[src/rtl/sxcvr_pkg.sv]
package sxcvr_pkg;
  localparam int CHAR_BITS = 8;
  localparam int BIT_W = $clog2(CHAR_BITS);
  typedef logic [CHAR_BITS-1:0] char_t;
  typedef struct packed {
    logic fall;
    logic rise;
  } sck_evt_t;
endpackage

[src/rtl/sxcvr_clkgen.sv]
module sxcvr_clkgen
  import sxcvr_pkg::*;
#(
  parameter int DIV_W = 8
) (
  input  logic             clk,
  input  logic             rst_n,
  input  logic             ext_sel,
  input  logic [DIV_W-1:0] div_n,
  input  logic             go,
  input  logic             sck_i,
  output logic             sck_o,
  output sck_evt_t         evt
);
  localparam logic [BIT_W-1:0] LAST_BIT = BIT_W'(CHAR_BITS - 1);

  logic [1:0]       sync_q;
  logic             prev_q;
  logic             ext_fall, ext_rise;
  logic [DIV_W-1:0] half_cnt;
  logic [BIT_W-1:0] pulse_idx;
  logic             active;
  logic             sck_q;
  sck_evt_t         evt_q;

  // two-flop synchronizer and edge detector for the external clock
  always_ff @(posedge clk or negedge rst_n) begin
    if (!rst_n) begin
      sync_q <= 2'b11;
      prev_q <= 1'b1;
    end else begin
      sync_q <= {sync_q[0], sck_i};
      prev_q <= sync_q[1];
    end
  end

  assign ext_fall = prev_q & ~sync_q[1];
  assign ext_rise = ~prev_q & sync_q[1];

  always_ff @(posedge clk or negedge rst_n) begin
    if (!rst_n) begin
      sck_q     <= 1'b1;
      active    <= 1'b0;
      half_cnt  <= '0;
      pulse_idx <= '0;
      evt_q     <= '0;
    end else begin
      evt_q <= '0;
      if (ext_sel) begin
        sck_q      <= 1'b1;
        active     <= 1'b0;
        half_cnt   <= '0;
        pulse_idx  <= '0;
        evt_q.fall <= ext_fall;
        evt_q.rise <= ext_rise;
      end else if (!active) begin
        half_cnt <= '0;
        if (go) begin
          sck_q      <= 1'b0;
          active     <= 1'b1;
          pulse_idx  <= '0;
          evt_q.fall <= 1'b1;
        end
      end else if (half_cnt != div_n) begin
        half_cnt <= half_cnt + 1'b1;
      end else begin
        half_cnt <= '0;
        if (!sck_q) begin
          sck_q      <= 1'b1;
          evt_q.rise <= 1'b1;
        end else if (pulse_idx == LAST_BIT) begin
          if (go) begin
            sck_q      <= 1'b0;
            pulse_idx  <= '0;
            evt_q.fall <= 1'b1;
          end else begin
            active <= 1'b0;
          end
        end else begin
          sck_q      <= 1'b0;
          pulse_idx  <= pulse_idx + 1'b1;
          evt_q.fall <= 1'b1;
        end
      end
    end
  end

  assign sck_o = sck_q;
  assign evt   = evt_q;
endmodule

[src/rtl/sxcvr_tx.sv]
module sxcvr_tx
  import sxcvr_pkg::*;
(
  input  logic     clk,
  input  logic     rst_n,
  input  logic     tx_en,
  input  sck_evt_t evt,
  input  logic     s_tx_valid,
  output logic     s_tx_ready,
  input  char_t    s_tx_data,
  output logic     sd_o,
  output logic     tx_end,
  output logic     pending
);
  localparam logic [BIT_W-1:0] LAST_BIT = BIT_W'(CHAR_BITS - 1);

  char_t            hold_q;
  logic             hold_full;
  char_t            shreg;
  logic             busy;
  logic [BIT_W-1:0] bit_idx;
  logic             sd_q;
  logic             end_q;
  logic             push, load;

  assign push = s_tx_valid && !hold_full;
  assign load = evt.fall && !busy && hold_full && tx_en;

  always_ff @(posedge clk or negedge rst_n) begin
    if (!rst_n) begin
      hold_q    <= '0;
      hold_full <= 1'b0;
      shreg     <= '0;
      busy      <= 1'b0;
      bit_idx   <= '0;
      sd_q      <= 1'b1;
      end_q     <= 1'b1;
    end else begin
      if (push) begin
        hold_q    <= s_tx_data;
        hold_full <= 1'b1;
      end else if (load) begin
        hold_full <= 1'b0;
      end

      if (load) begin
        sd_q    <= hold_q[0];
        shreg   <= hold_q >> 1;
        busy    <= 1'b1;
        bit_idx <= '0;
      end else if (evt.fall && busy) begin
        sd_q  <= shreg[0];
        shreg <= shreg >> 1;
      end

      if (evt.rise && busy) begin
        bit_idx <= bit_idx + 1'b1;
        if (bit_idx == LAST_BIT) busy <= 1'b0;
      end

      if (push) end_q <= 1'b0;
      else if (evt.rise && busy && bit_idx == LAST_BIT && !hold_full) end_q <= 1'b1;
    end
  end

  assign s_tx_ready = !hold_full;
  assign sd_o       = sd_q;
  assign tx_end     = end_q;
  assign pending    = hold_full;
endmodule

[src/rtl/sxcvr_rx.sv]
module sxcvr_rx
  import sxcvr_pkg::*;
(
  input  logic     clk,
  input  logic     rst_n,
  input  logic     rx_en,
  input  sck_evt_t evt,
  input  logic     sd_i,
  output logic     m_rx_valid,
  input  logic     m_rx_ready,
  output char_t    m_rx_data,
  input  logic     ovr_clear,
  output logic     overrun
);
  localparam logic [BIT_W-1:0] LAST_BIT = BIT_W'(CHAR_BITS - 1);

  char_t            shreg;
  char_t            word;
  logic [BIT_W-1:0] bit_idx;
  char_t            buf_q;
  logic             full_q;
  logic             ovr_q;
  logic             pop, sample, done;

  assign pop    = full_q && m_rx_ready;
  assign sample = evt.rise && rx_en && !ovr_q;
  assign done   = sample && (bit_idx == LAST_BIT);
  assign word   = {sd_i, shreg[CHAR_BITS-1:1]};

  always_ff @(posedge clk or negedge rst_n) begin
    if (!rst_n) begin
      shreg   <= '0;
      bit_idx <= '0;
      buf_q   <= '0;
      full_q  <= 1'b0;
      ovr_q   <= 1'b0;
    end else begin
      if (!rx_en) begin
        bit_idx <= '0;
      end else if (sample) begin
        shreg   <= word;
        bit_idx <= bit_idx + 1'b1;
      end

      if (done && (!full_q || pop)) begin
        buf_q  <= word;
        full_q <= 1'b1;
      end else if (pop) begin
        full_q <= 1'b0;
      end

      if (done && full_q && !pop) ovr_q <= 1'b1;
      else if (ovr_clear) ovr_q <= 1'b0;
    end
  end

  assign m_rx_valid = full_q;
  assign m_rx_data  = buf_q;
  assign overrun    = ovr_q;
endmodule

[src/rtl/sync_serial_xcvr.sv]
module sync_serial_xcvr
  import sxcvr_pkg::*;
#(
  parameter int DIV_W = 8
) (
  input  logic             clk,
  input  logic             rst_n,
  input  logic             tx_en,
  input  logic             rx_en,
  input  logic             clk_ext_sel,
  input  logic [DIV_W-1:0] div_n,
  input  logic             s_tx_valid,
  output logic             s_tx_ready,
  input  logic [7:0]       s_tx_data,
  output logic             m_rx_valid,
  input  logic             m_rx_ready,
  output logic [7:0]       m_rx_data,
  input  logic             ovr_clear,
  output logic             tx_end,
  output logic             overrun,
  input  logic             sck_i,
  output logic             sck_o,
  output logic             sck_oe,
  output logic             sd_o,
  input  logic             sd_i
);
  sck_evt_t sck_evt;
  logic     tx_pending;
  logic     go;
  logic     evt_fall;

  // a waiting byte drives the clock when transmitting; otherwise receive-only runs freely
  assign go       = tx_en ? tx_pending : (rx_en && !overrun);
  assign sck_oe   = ~clk_ext_sel;
  assign evt_fall = sck_evt.fall;

  sxcvr_clkgen #(.DIV_W(DIV_W)) u_clkgen (
    .clk     (clk),
    .rst_n   (rst_n),
    .ext_sel (clk_ext_sel),
    .div_n   (div_n),
    .go      (go),
    .sck_i   (sck_i),
    .sck_o   (sck_o),
    .evt     (sck_evt)
  );

  sxcvr_tx u_tx (
    .clk        (clk),
    .rst_n      (rst_n),
    .tx_en      (tx_en),
    .evt        (sck_evt),
    .s_tx_valid (s_tx_valid),
    .s_tx_ready (s_tx_ready),
    .s_tx_data  (s_tx_data),
    .sd_o       (sd_o),
    .tx_end     (tx_end),
    .pending    (tx_pending)
  );

  sxcvr_rx u_rx (
    .clk        (clk),
    .rst_n      (rst_n),
    .rx_en      (rx_en),
    .evt        (sck_evt),
    .sd_i       (sd_i),
    .m_rx_valid (m_rx_valid),
    .m_rx_ready (m_rx_ready),
    .m_rx_data  (m_rx_data),
    .ovr_clear  (ovr_clear),
    .overrun    (overrun)
  );
endmodule

[config.mk]
export PLATFORM = sky130hd
export DESIGN_NAME = sync_serial_xcvr
export DESIGN_NICKNAME = d
export VERILOG_FILES = /design/src/rtl/sxcvr_pkg.sv /design/src/rtl/sxcvr_clkgen.sv /design/src/rtl/sxcvr_tx.sv /design/src/rtl/sxcvr_rx.sv /design/src/rtl/sync_serial_xcvr.sv
export SDC_FILE = /design/constraint.sdc
export NUM_CORES = 1
export LEC_CHECK = 0
export ABC_CLOCK_PERIOD_IN_PS = 4700
export BUFFER_PORTS_ARGS = -buffer_cell sky130_fd_sc_hd__buf_2
export CORE_UTILIZATION = 30
export CTS_CLUSTER_DIAMETER = 50
export DETAILED_ROUTE_END_ITERATION = 10
export SLEW_MARGIN = 10
export SYNTH_ARGS = -nofsm -noshare
export SYNTH_HDL_FRONTEND = slang
export SYNTH_SLANG_ARGS = --single-unit
[constraint.sdc]
create_clock -name clk -period 4.7 [get_ports clk]
set_input_delay 0.47 -clock clk [delete_from_list [all_inputs] [get_ports clk]]
set_output_delay 0.47 -clock clk [all_outputs]
set_load 0.01 [all_outputs]
=== Yosys cells after proc, flatten, opt, wreduce, memory -nomap -nowiden ===
Index checks and enable logic that the tools add are counted.

* Output and inout port bits: 15
* Register bits: 62
* Logic and storage cells: 116
* Input bits: 26

* Reductions and logical operators: 32
* Bitwise gates (word level): 5
* $add $sub $neg: 4
* Equal/unequal tests: 7
* Muxes and demuxes: 48

{| class="wikitable"
|+ Operators with widths
! cell !! count
|-
| $mux W8 || 5
|-
| $mux W1 || 31
|-
| $mux W3 || 10
|-
| $logic_and A1 B1 Y1 || 16
|-
| $reduce_bool A2 Y1 || 6
|-
| $add A3 B1 Y3 const B || 3
|-
| $eq A3 B3 Y1 const B || 3
|-
| $add A8 B1 Y8 const B || 1
|-
| $ne A8 B8 Y1 || 1
|-
| $ne A3 B3 Y1 const B || 2
|-
| $reduce_and A2 Y1 || 3
|-
| $logic_not A1 Y1 || 5
|-
| $mux W2 || 2
|-
| $not A1 Y1 || 3
|-
| $reduce_bool A3 Y1 || 1
|-
| $and A1 B1 Y1 || 2
|-
| $ne A2 B1 Y1 const B || 1
|-
| $logic_or A1 B1 Y1 || 1
|}

=== Depth between registers and ports, before layout ===
* Word-level depth: 9
* Depth in mapped cells: 6
* Gate-level depth less buffers: 6

=== Modules after synthesis ===
From an unflattened synthesis, not the netlist that was laid out.

* Cell total of the unflattened synthesis: 254
* Area, all modules: 2800.2 um2

{| class="wikitable"
|+ Modules (own cells, without submodules)
! module !! times used !! seq. area each (um2) !! cells an instance !! area an instance (um2)
|-
| sxcvr_clkgen || 1 || 455.4 || 96 || 987.2
|-
| sxcvr_tx || 1 || 553.0 || 85 || 987.2
|-
| sxcvr_rx || 1 || 500.5 || 69 || 803.3
|-
| sync_serial_xcvr || 1 || 0.0 || 4 || 22.5
|}

=== Least setup slack after synthesis ===
OpenSTA, ideal clock, no wires.

* Kind: register to register
* Start: register u_clkgen.pulse_idx[0]
* End: register u_clkgen.pulse_idx[0]
* Library setup time: 131 ps
* Arrival: 1493 ps
* Stages on the path, launching flop included: 7
* Buffers on the path: 0
* Period minus slack after synthesis: 1624 ps
* Required time: 4569 ps
* Slack: 3076 ps
* Cells stage by stage: dfrtp_1 -> ha_1 -> ha_1 -> nor2b_1 -> a2111oi_2 -> o2bb2ai_1 -> or3_1

* Longest elaborated chain between the ends: 6
* Elaborated cells on any way between the ends: 8
* Classes of those cells: add/sub: 1; eq/ne: 1; mux: 6

{| class="wikitable"
|+ RTL lines
! what !! RTL line !! RTL
|-
| start: declaration || sxcvr_clkgen.sv:21 || <nowiki>logic [BIT_W-1:0] pulse_idx;</nowiki>
|-
| start signal: assignment || sxcvr_clkgen.sv:81 || <nowiki>pulse_idx <= pulse_idx + 1'b1;</nowiki>
|-
| $add A3 B1 Y3 (tied with other cells) || sxcvr_clkgen.sv:81 ||
|-
| $mux W3 || sxcvr_clkgen.sv:71 || <nowiki>end else if (pulse_idx == LAST_BIT) begin</nowiki>
|-
| $mux W3 || sxcvr_clkgen.sv:68 || <nowiki>if (!sck_q) begin</nowiki>
|-
| $mux W3 || sxcvr_clkgen.sv:64 || <nowiki>end else if (half_cnt != div_n) begin</nowiki>
|-
| $mux W3 (*) || sxcvr_clkgen.sv:56 || <nowiki>end else if (!active) begin</nowiki>
|-
| $mux W3 (*) || sxcvr_clkgen.sv:49 || <nowiki>if (ext_sel) begin</nowiki>
|}

Mark *: on every way between the ends. The rest lies on a longest branch, timed or not. The select of a mux whose other input is x is not followed.
A chain may end at the register's enable or synchronous reset.

=== Worst setup path after layout ===
* Start: register u_clkgen.evt_q, in the netlist u_clkgen.evt[0]
* End: register u_rx.buf_q[6], in the netlist u_rx.m_rx_data[6]

* Longest elaborated chain between the ends: 4

{| class="wikitable"
|+ RTL lines
! what !! RTL line !! RTL
|-
| start: declaration || sxcvr_clkgen.sv:24 || <nowiki>sck_evt_t evt_q;</nowiki>
|-
| $logic_and A1 B1 Y1 (2 in a row) || sxcvr_rx.sv:26 || <nowiki>assign sample = evt.rise && rx_en && !ovr_q;</nowiki>
|-
| $logic_and A1 B1 Y1 || sxcvr_rx.sv:27 || <nowiki>assign done = sample && (bit_idx == LAST_BIT);</nowiki>
|-
| $logic_and A1 B1 Y1 || sxcvr_rx.sv:45 || <nowiki>if (done && (!full_q || pop)) begin</nowiki>
|-
| end signal: assignment || sxcvr_rx.sv:46 || <nowiki>buf_q <= word;</nowiki>
|-
| end: declaration || sxcvr_rx.sv:20 || <nowiki>char_t buf_q;</nowiki>
|}

No other way between the ends.

==> impl_metrics.tcl <==
set metrics [dict create \
    synth-edff-count 0 \
    place.gp.congestion 0.720 \
    synth_area_leaders "dfrtp_1, mux2_2, dfstp_2" \
    ir_drop_uv 144 \
    synthCells 231 \
    cp-start-kind "register" \
    cts_made_buffers 9 \
    dpl-instance-area_mm2 0.00303 \
    finClkSkew_ns 0.00653 \
    clockBufferDepth 2 \
    initial_core_util 0.312 \
    fmax_ghz 0.494 \
    top_level_ports 41 \
    final-setup-viol-count 0 \
    fill_cells 882 \
    min_path_cells 1 \
    htreeDepth 3 \
    synth_area_mm2 0.00273 \
    critPathArrivalTime_ns 2.25 \
    reg2reg_depth 4 \
    drv_slew 0 \
    dp.cells 372 \
    synthFlopType "dfrtp_1" \
    gr-total-overflow 0 \
    tns_ns 0 \
    via_per_inst 4.75 \
    cp-end-kind "register" \
    status "complete, no violations" \
    wire_per_inst_um 13.3 \
    finalNetCount 308 \
    async_flop_share 1.00 \
    grtUsageTotal 0.118 \
    floorplan.rows 34 \
    synth.largest_area_cell "dfrtp_1" \
    clockRootBuffer "clkbuf_8" \
    tightestPinTransition_ns 0.781 \
    antenna_found_initial 0 \
    min_path_type "input pin to register" \
    post-cts-setup-buffer-count 0 \
    yosys.area.top_type_share 0.495 \
    synth_area_per_cell_um2 11.8 \
    routed_wl_mm 5.18 \
    drive_gt1_frac 0.325 \
    hpwl_mm 3.63 \
    min_from "sck_i" \
    slew_headroom 0.478 \
    design.core.area_mm2 0.00876 \
    area_growth_pct 18.7 \
    cts_resized 0 \
    synth.distinct_cells 41 \
    clk_latency_ns 0.34 \
    yosysWarnings 0 \
    grt_pass1_wl_mm 8.76 \
    grt_pass1_vias 1793 \
    grt_max_degree 61 \
    critPathRequiredTime_ns 4.93 \
    die_w_um 97.4 \
    max_cap_viol_count 0 \
    port_buffers 40 \
    p_leak_uw 0.00160 \
    r2r-end "u_rx.m_rx_data[6]$_DFFE_PN0P_" \
    whs_ns 0.219 \
    crit_fanout 8 \
    rsz0062_at_grt "false" \
    worstHoldEndpoint "u_clkgen.sync_q[0]$_DFF_PN1_" \
    synth_nets 264 \
    die_height_um 97.4 \
    drc 0 \
    r2r-start "u_clkgen.evt[0]$_DFF_PN0_" \
    hold_buffers 0 \
    drtPass1Iterations 4 \
    setup_slack_ns 2.68 \
    hold_viol_final 0 \
    power-per-cell-area_mw_per_mm2 418 \
    reg2reg_slack_ns 2.68 \
    critPathKind "register to register" \
    fin_cells 388 \
    seq_area_frac_synth 0.553 \
    route.vias.total 1844 \
    drtIter0Drc 52 \
    fin_area_mm2 0.00324 \
    ant_nets 0 \
    num_antenna_cells 0 \
    die_area_mm2 0.00949 \
    clkSlewWorstSetupHoldPaths_ns 0.08 \
    ys_ff_latch 60 \
    fin_crit_sh 0.431 \
    cts_tree "yes" \
    pre_cts_slack_ns 2.63 \
    clock_sinks 60 \
    min_period_ns 2.02 \
]
-- cell usage after synthesis (2+ instances only) --
| library cell | n |
|---|---|
| a21oi_1 | 6 |
| a31o_2 | 2 |
| a31oi_1 | 2 |
| and2_1 | 3 |
| and3_1 | 3 |
| buf_2 | 3 |
| buf_4 | 2 |
| clkbuf_1 | 3 |
| dfrtp_1 | 54 |
| dfstp_2 | 6 |
| ha_1 | 7 |
| inv_1 | 9 |
| mux2_2 | 23 |
| mux2i_1 | 10 |
| nand2_1 | 14 |
| nand2b_1 | 2 |
| nand3_1 | 10 |
| nand4_1 | 3 |
| nor2_1 | 15 |
| nor2b_1 | 4 |
| nor3b_1 | 2 |
| o21ai_0 | 10 |
| o22ai_1 | 7 |
| xnor2_1 | 3 |
| xor2_1 | 12 |
-- cell families after synthesis --
logic type	after synthesis	synth area share
xor+xnor	15	0.0481
flops	60	0.553
simple gates	64	0.125
fa+ha+maj	7	0.0321
buf+inv	17	0.0275
mux	33	0.132
compound gates	35	0.0830
-- layout by cell type (no fill, tap or decap), types with 2 or more instances in the layout --
| master | synthesis | layout |
|---|---|---|
| a21oi_1 | 6 | 6 |
| a31o_2 | 2 | 2 |
| a31oi_1 | 2 | 2 |
| and2_1 | 3 | 3 |
| and3_1 | 3 | 3 |
| buf_2 | 3 | 40 |
| clkbuf_8 | 0 | 10 |
| clkinvlp_4 | 0 | 2 |
| dfrtp_1 | 54 | 54 |
| dfstp_2 | 6 | 6 |
| ha_1 | 7 | 7 |
| inv_1 | 9 | 9 |
| inv_6 | 0 | 2 |
| mux2_2 | 23 | 23 |
| mux2i_1 | 10 | 10 |
| nand2_1 | 14 | 14 |
| nand2b_1 | 2 | 2 |
| nand3_1 | 10 | 10 |
| nand4_1 | 3 | 3 |
| nor2_1 | 15 | 15 |
| nor2b_1 | 4 | 4 |
| nor3b_1 | 2 | 2 |
| o21ai_0 | 10 | 10 |
| o22ai_1 | 7 | 7 |
| xnor2_1 | 3 | 3 |
| xor2_1 | 12 | 12 |
-- sequential cells by signal, summed over array words and instances, names as in the netlist, 2 cells and up --
name / count
u_clkgen.half_cnt: 8
u_rx.m_rx_data: 8
u_tx.hold_q: 8
u_rx.shreg: 7
u_tx.shreg: 7
u_clkgen.pulse_idx: 3
u_rx.bit_idx: 3
u_tx.bit_idx: 3
u_clkgen.evt: 2
u_clkgen.sync_q: 2
-- worst max path at each step --
stage,from,to,slack (ns)
after floorplan,u_clkgen.pulse_idx[0]$_DFFE_PN0P_,u_clkgen.pulse_idx[0]$_DFFE_PN0P_,3.08
after global placement,u_clkgen.evt[0]$_DFF_PN0_,u_rx.m_rx_data[0]$_DFFE_PN0P_,2.74
after detailed placement,u_clkgen.evt[0]$_DFF_PN0_,u_rx.m_rx_data[3]$_DFFE_PN0P_,2.63
after CTS,u_clkgen.evt[0]$_DFF_PN0_,u_rx.m_rx_data[3]$_DFFE_PN0P_,2.67
after global routing,u_clkgen.evt[0]$_DFF_PN0_,u_rx.m_rx_data[0]$_DFFE_PN0P_,2.50
final,u_clkgen.evt[0]$_DFF_PN0_,u_rx.m_rx_data[6]$_DFFE_PN0P_,2.68
-- through the flow --
stage | power (uW) | util
after CTS | 1380 | 0.370
after detailed placement | 888 | 0.346
after global routing | 1440 | 0.370
final | 1350 | 0.370
after floorplan | 816 | -
after global placement | 876 | 0.346
-- layer usage --
metal / track usage / share of wire / up-vias
met4: 0.0543 / 0.019 / 0
met2: 0.173 / 0.46 / 46
li1: - / - / 905
met3: 0.0460 / 0.063 / 7
met1: 0.152 / 0.46 / 886
met5: 0 / 0 / -
-- layout make-up --
| cell class | count | area [um^2] | area share |
|---|---|---|---|
| Multi-Input combinational cell | 154 | 1150 | 0.354 |
| Tap cell | 108 | 135 | 0.0417 |
| Inverter | 9 | 33.8 | 0.0104 |
| Clock buffer | 10 | 138 | 0.0425 |
| Sequential cell | 60 | 1510 | 0.466 |
| Clock inverter | 6 | 71.3 | 0.0220 |
| Timing Repair Buffer | 41 | 208 | 0.0641 |
-- worst max-delay path, stage by stage, from the launching register on --
cell and delay [ns]:
dfrtp_1 0.48, and2b_1 0.26, nand3_1 0.15, nor2b_1 0.61, mux2_2 0.41
-- where the power goes --
group | switching, uW | total (uW) | internal (uW)
clock | 219 | 482 | 264
sequential | 62.6 | 681 | 618
combinational | 87.9 | 191 | 103
total | 369 | 1350 | 985
Power figures use the tool's default switching activity.
